<file path="config.mk">
export PLATFORM = sky130hd
export DESIGN_NAME = updn_cascade_counter
export DESIGN_NICKNAME = d
export VERILOG_FILES = /design/src/rtl/updn_ctr_pkg.sv /design/src/rtl/ctr_mode_dec.sv /design/src/rtl/ctr_step.sv /design/src/rtl/ctr_carry.sv /design/src/rtl/updn_cascade_counter.sv
export SDC_FILE = /design/constraint.sdc
export NUM_CORES = 1
export LEC_CHECK = 0
export BUFFER_PORTS_ARGS = -buffer_cell sky130_fd_sc_hd__buf_4
export CAP_MARGIN = 25
export CORE_AREA = 2 2 39 41
export CTS_CLUSTER_SIZE = 12
export DETAILED_ROUTE_END_ITERATION = 12
export DIE_AREA = 0 0 41 43
export GPL_ROUTABILITY_DRIVEN = 0
export PLACE_DENSITY = 0.56
export SYNTH_ARGS = -nofsm -noshare
export SYNTH_HDL_FRONTEND = slang
export SYNTH_SLANG_ARGS = --single-unit
</file>
<file path="constraint.sdc">
create_clock -name clk -period 2.2 [get_ports clk]
set_input_delay 0.44 -clock clk [delete_from_list [all_inputs] [get_ports clk]]
set_output_delay 0.44 -clock clk [all_outputs]
set_load 0.05 [all_outputs]
</file>
<file path="src/rtl/updn_ctr_pkg.sv">
package updn_ctr_pkg;
    typedef enum logic [1:0] {
        OP_HOLD = 2'd0,
        OP_LOAD = 2'd1,
        OP_INC  = 2'd2,
        OP_DEC  = 2'd3
    } ctr_op_e;
endpackage

</file>
<file path="src/rtl/ctr_mode_dec.sv">
module ctr_mode_dec
    import updn_ctr_pkg::*;
(
    input  logic    load_n,
    input  logic    cnt_en_n,
    input  logic    chain_en_n,
    input  logic    up_dn,
    output ctr_op_e op
);
    always_comb begin
        if (!load_n)
            op = OP_LOAD;               // preset wins over counting
        else if (!cnt_en_n && !chain_en_n)
            op = up_dn ? OP_INC : OP_DEC;
        else
            op = OP_HOLD;
    end
endmodule

</file>
<file path="src/rtl/ctr_step.sv">
module ctr_step
    import updn_ctr_pkg::*;
#(
    parameter int WIDTH = 4
) (
    input  ctr_op_e          op,
    input  logic [WIDTH-1:0] cnt,
    input  logic [WIDTH-1:0] din,
    output logic [WIDTH-1:0] cnt_next
);
    localparam logic [WIDTH-1:0] ONE = WIDTH'(1);

    always_comb begin
        unique case (op)
            OP_LOAD: cnt_next = din;
            OP_INC:  cnt_next = cnt + ONE;
            OP_DEC:  cnt_next = cnt - ONE;
            default: cnt_next = cnt;
        endcase
    end
endmodule

</file>
<file path="src/rtl/ctr_carry.sv">
module ctr_carry #(
    parameter int WIDTH = 4
) (
    input  logic [WIDTH-1:0] cnt,
    input  logic             up_dn,
    input  logic             chain_en_n,
    output logic             carry_n
);
    localparam logic [WIDTH-1:0] TOP = {WIDTH{1'b1}};

    logic at_end;

    always_comb begin
        at_end  = up_dn ? (cnt == TOP) : (cnt == '0);
        carry_n = !(at_end && !chain_en_n);
    end
endmodule

</file>
<file path="src/rtl/updn_cascade_counter.sv">
module updn_cascade_counter
    import updn_ctr_pkg::*;
#(
    parameter int WIDTH = 4
) (
    input  logic             clk,
    input  logic             rst_n,
    input  logic             load_n,
    input  logic             cnt_en_n,
    input  logic             chain_en_n,
    input  logic             up_dn,
    input  logic [WIDTH-1:0] din_i,
    output logic [WIDTH-1:0] q_o,
    output logic             carry_n
);
    localparam logic [WIDTH-1:0] TOP = {WIDTH{1'b1}};

    typedef struct packed {
        logic [WIDTH-1:0] cnt;
    } ctr_state_t;

    ctr_state_t       state_d, state_q;
    ctr_op_e          op;
    logic [WIDTH-1:0] cnt_next;

    ctr_mode_dec u_dec (
        .load_n     (load_n),
        .cnt_en_n   (cnt_en_n),
        .chain_en_n (chain_en_n),
        .up_dn      (up_dn),
        .op         (op)
    );

    ctr_step #(.WIDTH(WIDTH)) u_step (
        .op       (op),
        .cnt      (state_q.cnt),
        .din      (din_i),
        .cnt_next (cnt_next)
    );

    ctr_carry #(.WIDTH(WIDTH)) u_carry (
        .cnt        (state_q.cnt),
        .up_dn      (up_dn),
        .chain_en_n (chain_en_n),
        .carry_n    (carry_n)
    );

    always_comb begin
        state_d     = state_q;
        state_d.cnt = cnt_next;
    end

    always_ff @(posedge clk or negedge rst_n) begin
        if (!rst_n) state_q <= '0;
        else        state_q <= state_d;
    end

    assign q_o = state_q.cnt;


    reset_clear_chk: assert property (@(posedge clk) !rst_n |-> q_o == '0);


    load_take_chk: assert property (@(posedge clk) disable iff (!rst_n)
        !load_n |=> q_o == $past(din_i));


    hold_chk: assert property (@(posedge clk) disable iff (!rst_n)
        (load_n && (cnt_en_n || chain_en_n)) |=> $stable(q_o));


    inc_chk: assert property (@(posedge clk) disable iff (!rst_n)
        (load_n && !cnt_en_n && !chain_en_n && up_dn)
        |=> q_o == WIDTH'($past(q_o) + 1'b1));


    dec_chk: assert property (@(posedge clk) disable iff (!rst_n)
        (load_n && !cnt_en_n && !chain_en_n && !up_dn)
        |=> q_o == WIDTH'($past(q_o) - 1'b1));


    carry_gate_chk: assert property (@(posedge clk) disable iff (!rst_n)
        chain_en_n |-> carry_n);


    carry_up_chk: assert property (@(posedge clk) disable iff (!rst_n)
        (!chain_en_n && up_dn && q_o == TOP) |-> !carry_n);
endmodule

</file>
After elaboration in Yosys (flattened, before gate mapping):

Cells that the tools add are included.
Widths: inputs -> output; s select.

* bits in registers: 4
* logic and storage cells: 19
* output and inout bits: 5

* mux-type cells: 5
* reductions and logical operators: 7
* $add $sub $neg: 2
* eq/ne operators: 4

Operators with widths (number)
* $pmux 4 s3: 1
* $add 4x1->4 const B: 1
* $eq 2x2->1 const B: 2
* $eq 4x4->1 const B: 1
* $logic_not 4->1: 1
* $mux 2: 2
* $sub 4x1->4 const B: 1
* $logic_not 1->1: 3
* $reduce_bool 3->1: 1
* $eq 2x1->1 const B: 1
* $logic_and 1x1->1: 2
* $mux 1: 2

Longest topological paths before layout:

* depth in word-level cells: 6
* mapped depth: 8

Hierarchy:

A second synthesis with hierarchy kept.

* cells, all modules: 44
* area, all modules: 375.4 um^2

Modules (own cells, without submodules)
* ctr_step: seq. area each 0.0 um^2, cells an instance 33, times used 1, area an instance 216.5 um^2
* updn_cascade_counter: seq. area each 100.1 um^2, cells an instance 4, times used 1, area an instance 100.1 um^2
* ctr_carry: seq. area each 0.0 um^2, cells an instance 5, times used 1, area an instance 38.8 um^2
* ctr_mode_dec: seq. area each 0.0 um^2, cells an instance 2, times used 1, area an instance 20.0 um^2

Worst setup path after synthesis:

No wires, ideal clock.

* path kind: flip-flop to output port
* start point: reg state_q, in the netlist q_o[1]
* end point: out carry_n
* setup slack: 129 ps
* path buffers: 0
* data required time: 1760 ps
* data arrival time: 1631 ps
* stages on the path, launching flop included: 4
* cells stage by stage: dfrtp_1 > or4_4 > mux2i_1 > nand2b_1

* longest elaborated chain between the ends: 4
* elaborated cells between the ends (all ways): 5
* those cells by class: 1 x eq/ne; 1 x mux; 3 x reduce/logical

Ends and longest elaborated chain
* start: declaration: RTL line updn_cascade_counter.sv:22 `ctr_state_t state_d, state_q;`
* start signal: assignment: RTL line updn_cascade_counter.sv:55 `else state_q <= state_d;`
* $eq 4x4->1 or $logic_not 4->1 (tied branches): RTL line ctr_carry.sv:14 `at_end = up_dn ? (cnt == TOP) : (cnt == '0);`
* $mux 1 *: RTL line ctr_carry.sv:14
* $logic_and 1x1->1 *: RTL line ctr_carry.sv:15 `carry_n = !(at_end && !chain_en_n);`
* $logic_not 1->1 *: RTL line ctr_carry.sv:15
* end: declaration: RTL line updn_cascade_counter.sv:14 `output logic carry_n`

Mark *: on every way between the ends. The rest lies on a longest branch, timed or not.

Worst setup path after layout:

Ends and elaborated chain as after synthesis.

==> metrics.log <==
INFO  metric status = complete, no violations
INFO  metric synth_sequential_area_ratio = 0.331
INFO  metric grt_setup_unrepaired = false
INFO  metric port-buffer-count = 14
INFO  metric clkSinkCount = 4
INFO  metric dpl.cell_count = 63
INFO  metric slew_violations = 0
INFO  metric ff2ff_path_depth = 3
INFO  metric cts_tree = done
INFO  metric die_width = about 40 µm
INFO  metric final_period_minus_worst_setup_slack = slightly above 2 ns
INFO  metric worst-path-max-fanout = 6
INFO  metric worst_min_delay_path_startpoint = din_i[1]
INFO  metric synth_area = 303 µm²
INFO  metric drv.max_cap_violation_count = 0
INFO  metric cts.reportedPaths.clkPinSlew = around 0.040 ns
INFO  metric synth.cells.most_frequent = sky130_fd_sc_hd__dfrtp_1 (4), sky130_fd_sc_hd__nor2_1 (3)
INFO  metric fin_skew = 0.00245 ns
INFO  metric route.detailed.wl_per_inst = between 9 and 10 µm
INFO  metric timing.final.hold_violations = 0
INFO  metric power-per-cell-area = around 680 nW/µm²
INFO  metric p_int = 0.196 mW
INFO  metric htree_num_levels = 1
INFO  metric grt_antenna_before_repair = 0
INFO  metric cts_post_setup_buffers_inserted = 0
INFO  metric worst_pin_slew = 0.385 ns
INFO  metric proportion_of_layout_cells_with_a_drive_suffix_above_1 = 0.392
INFO  metric largest_register_ffs = 4
INFO  metric cts-root-to-sink-buffers = 2
INFO  metric r2r_start = q_o[1]
INFO  metric post-synth-top-count-cell = sky130_fd_sc_hd__dfrtp_1
INFO  metric post-synth-top-area-cell = sky130_fd_sc_hd__dfrtp_1
INFO  metric power.leakage = 0.207 nW
INFO  metric grt_pass1_vias = 256
INFO  metric flip_flop_and_latch_count_after_synthesis = 4
INFO  metric pwr-share-clk = 0.278
INFO  metric post_route_fraction_of_the_period_consumed_by_the_critical_path = 0.930
INFO  metric clockRootBuffer = sky130_fd_sc_hd__clkbuf_4
INFO  metric top_area_cells_in_the_synthesized_netlist = sky130_fd_sc_hd__dfrtp_1 (33%), sky130_fd_sc_hd__mux2i_1 (6.6%), sky130_fd_sc_hd__a2bb2oi_1 (5.8%), sky130_fd_sc_hd__a2111oi_2 (5.0%), sky130_fd_sc_hd__ha_1 (4.1%)
INFO  metric worst-endpoint-required = 1.76 ns
INFO  metric power_frac_seq = 0.327
INFO  metric worst_setup_path_start_kind = flip-flop
INFO  metric finalNetCount = 64
INFO  metric setup-violations-final = 0
INFO  metric grt_first_pass_wirelength = 1040 µm
INFO  metric grt_usage = 0.0926
INFO  metric grt_start_max_net_pins = 10
INFO  metric maxSlewHeadroom = 0.742
INFO  metric synth_async_reset_ratio = 1.00
INFO  metric p_comb_frac = 0.395
INFO  metric min_delay_path_class = primary input to flip-flop
INFO  metric synthesis.nets = 45
INFO  metric cts-buffers-inserted = 3
INFO  metric power.switching_fraction = 0.372
INFO  metric ys_dominant_reg_cell = sky130_fd_sc_hd__dfrtp_1
INFO  metric routed-via-count = 305
INFO  metric fin_util = 0.330
INFO  metric path_class = flip-flop to primary output
INFO  metric globalRouteOverflowTotal = 0
INFO  metric number_of_flops_mapped_to_enable_cells_by_yosys = 0
INFO  metric r2r_setup_slack = 0.64 ns
INFO  metric fp.coreArea = between 1000 and 1500 µm²
INFO  metric cts_resized = 0
INFO  metric power.net_switching = 0.116 mW
INFO  metric end_kind = primary output
INFO  metric die_height = 43 µm
INFO  metric synthesis.instances = 34
INFO  metric yosysWarnings = 0
INFO  metric max_clock_freq = between 400 and 500 MHz
INFO  metric die_area = 1760 µm²
INFO  metric max-vdd-ir-drop = roughly 0.24 mV
INFO  metric initialDrtViolationCount = 2
INFO  metric placement_rows = 14
INFO  metric floorplan.initialDensity = 0.219
INFO  metric postSynthAreaPerCell = 8.91 µm²
INFO  metric fin_setup_tns = 0 ns
INFO  metric route.detailed.drc = 0
INFO  metric finish.cell_count_without_fillers = 67
INFO  metric worst-endpoint-arrival = roughly 1.6 ns
INFO  metric detail_route.vias_per_cell = ~4.6
INFO  metric clock_latency_late_sink = 0.23 ns
INFO  metric areaGrowthSynthToFinish = 50.8%
INFO  metric synth_cell_type_count = 22
INFO  metric worstReg2RegEnd = q_o[3]
INFO  metric drtAntennaViolNets = 0
INFO  metric wl = 649 µm
INFO  metric first_pass_iters = 2
INFO  metric insertedDiodeCount = 0
INFO  metric ios = 15
INFO  metric worst_hold_path.num_cells = 3
INFO  metric worst_hold_path.endpoint = q_o[1]
INFO  metric hpwlAfterDp = 566 µm
INFO  metric post-synth-top-area-fraction = 0.331
layer usage:
| metal | up-vias | global-route usage | share of wire |
|---|---|---|---|
| met5 | - | 0 | 0 |
| met4 | 0 | 0.100 | 0 |
| met3 | 0 | 0.0157 | 0.048 |
| met2 | 7 | 0.125 | 0.52 |
| met1 | 135 | 0.110 | 0.43 |
| li1 | 163 | - | - |
critical path: stages (launching register included):
cell	delay, ns
sky130_fd_sc_hd__dfrtp_1	0.43
sky130_fd_sc_hd__or4_4	0.56
sky130_fd_sc_hd__mux2i_1	0.14
sky130_fd_sc_hd__nand2b_1	0.07
sky130_fd_sc_hd__buf_4	0.18
worst max-delay path by stage:
stage,startpoint,end,slack (ns),cells past startpoint
5_1_grt,q_o[1],carry_n,0.08,4
4_1_cts,q_o[1],carry_n,0.14,4
2_1_floorplan,q_o[1],carry_n,0.13,3
3_5_place_dp,chain_en_n,q_o[2],0.19,8
3_3_place_gp,chain_en_n,q_o[2],0.19,8
6_report,q_o[1],carry_n,0.15,4
logic make-up after synthesis:
group	after synthesis	share of synthesized area
buf+inv	3	0.0372
simple gates	16	0.298
xor+xnor	2	0.0579
mux	2	0.0661
flops	4	0.331
compound gates	6	0.169
fa+ha+maj	1	0.0413
power groups by stage:
stage                     clock [mW]  combinational [mW]  sequential [mW]
final                         0.0865               0.123            0.102
after floorplan                    0              0.0443            0.138
after detailed placement           0               0.123            0.103
after global placement             0               0.122            0.102
after global routing          0.0977               0.133            0.105
after CTS                     0.0925               0.125            0.102
metrics by stage:
stage | power, mW | instance area, µm² | setup WS, ns | hold slack (ns)
3_5_place_dp | 0.226 | 424 | 0.193 | 0.240
3_3_place_gp | 0.224 | 424 | 0.194 | 0.238
2_1_floorplan | 0.182 | 303 | 0.129 | 0.144
6_report | 0.311 | 457 | 0.153 | 0.450
5_1_grt | 0.335 | 457 | 0.0753 | 0.455
4_1_cts | 0.319 | 457 | 0.138 | 0.443
placed cells by master (no fill, tap or decap), drive strengths merged, types with 2 or more instances in the layout:
master	netlist	final
nand2	2	2
dfrtp	4	4
buf	0	14
mux2i	2	2
nor3	2	2
nor2	3	3
nand4	2	2
clkbuf	1	3
inv	2	2
a21oi	2	2
a2bb2oi	2	2
what timing repair did:
action,in CTS,in global routing
endpoints found under the hold margin,4,0
hold buffers,1,0
setup endpoints to repair,0,0
area by class of cell:
type / instances / area [µm²]
fillers: 156 / 927
well taps: 16 / 20.0
inverters: 2 / 7.51
flip-flops and latches: 4 / 100
multi-input cells: 27 / 191
clock buffers: 3 / 22.5
repair buffers: 15 / 115
(Power assumes the default switching activity.)
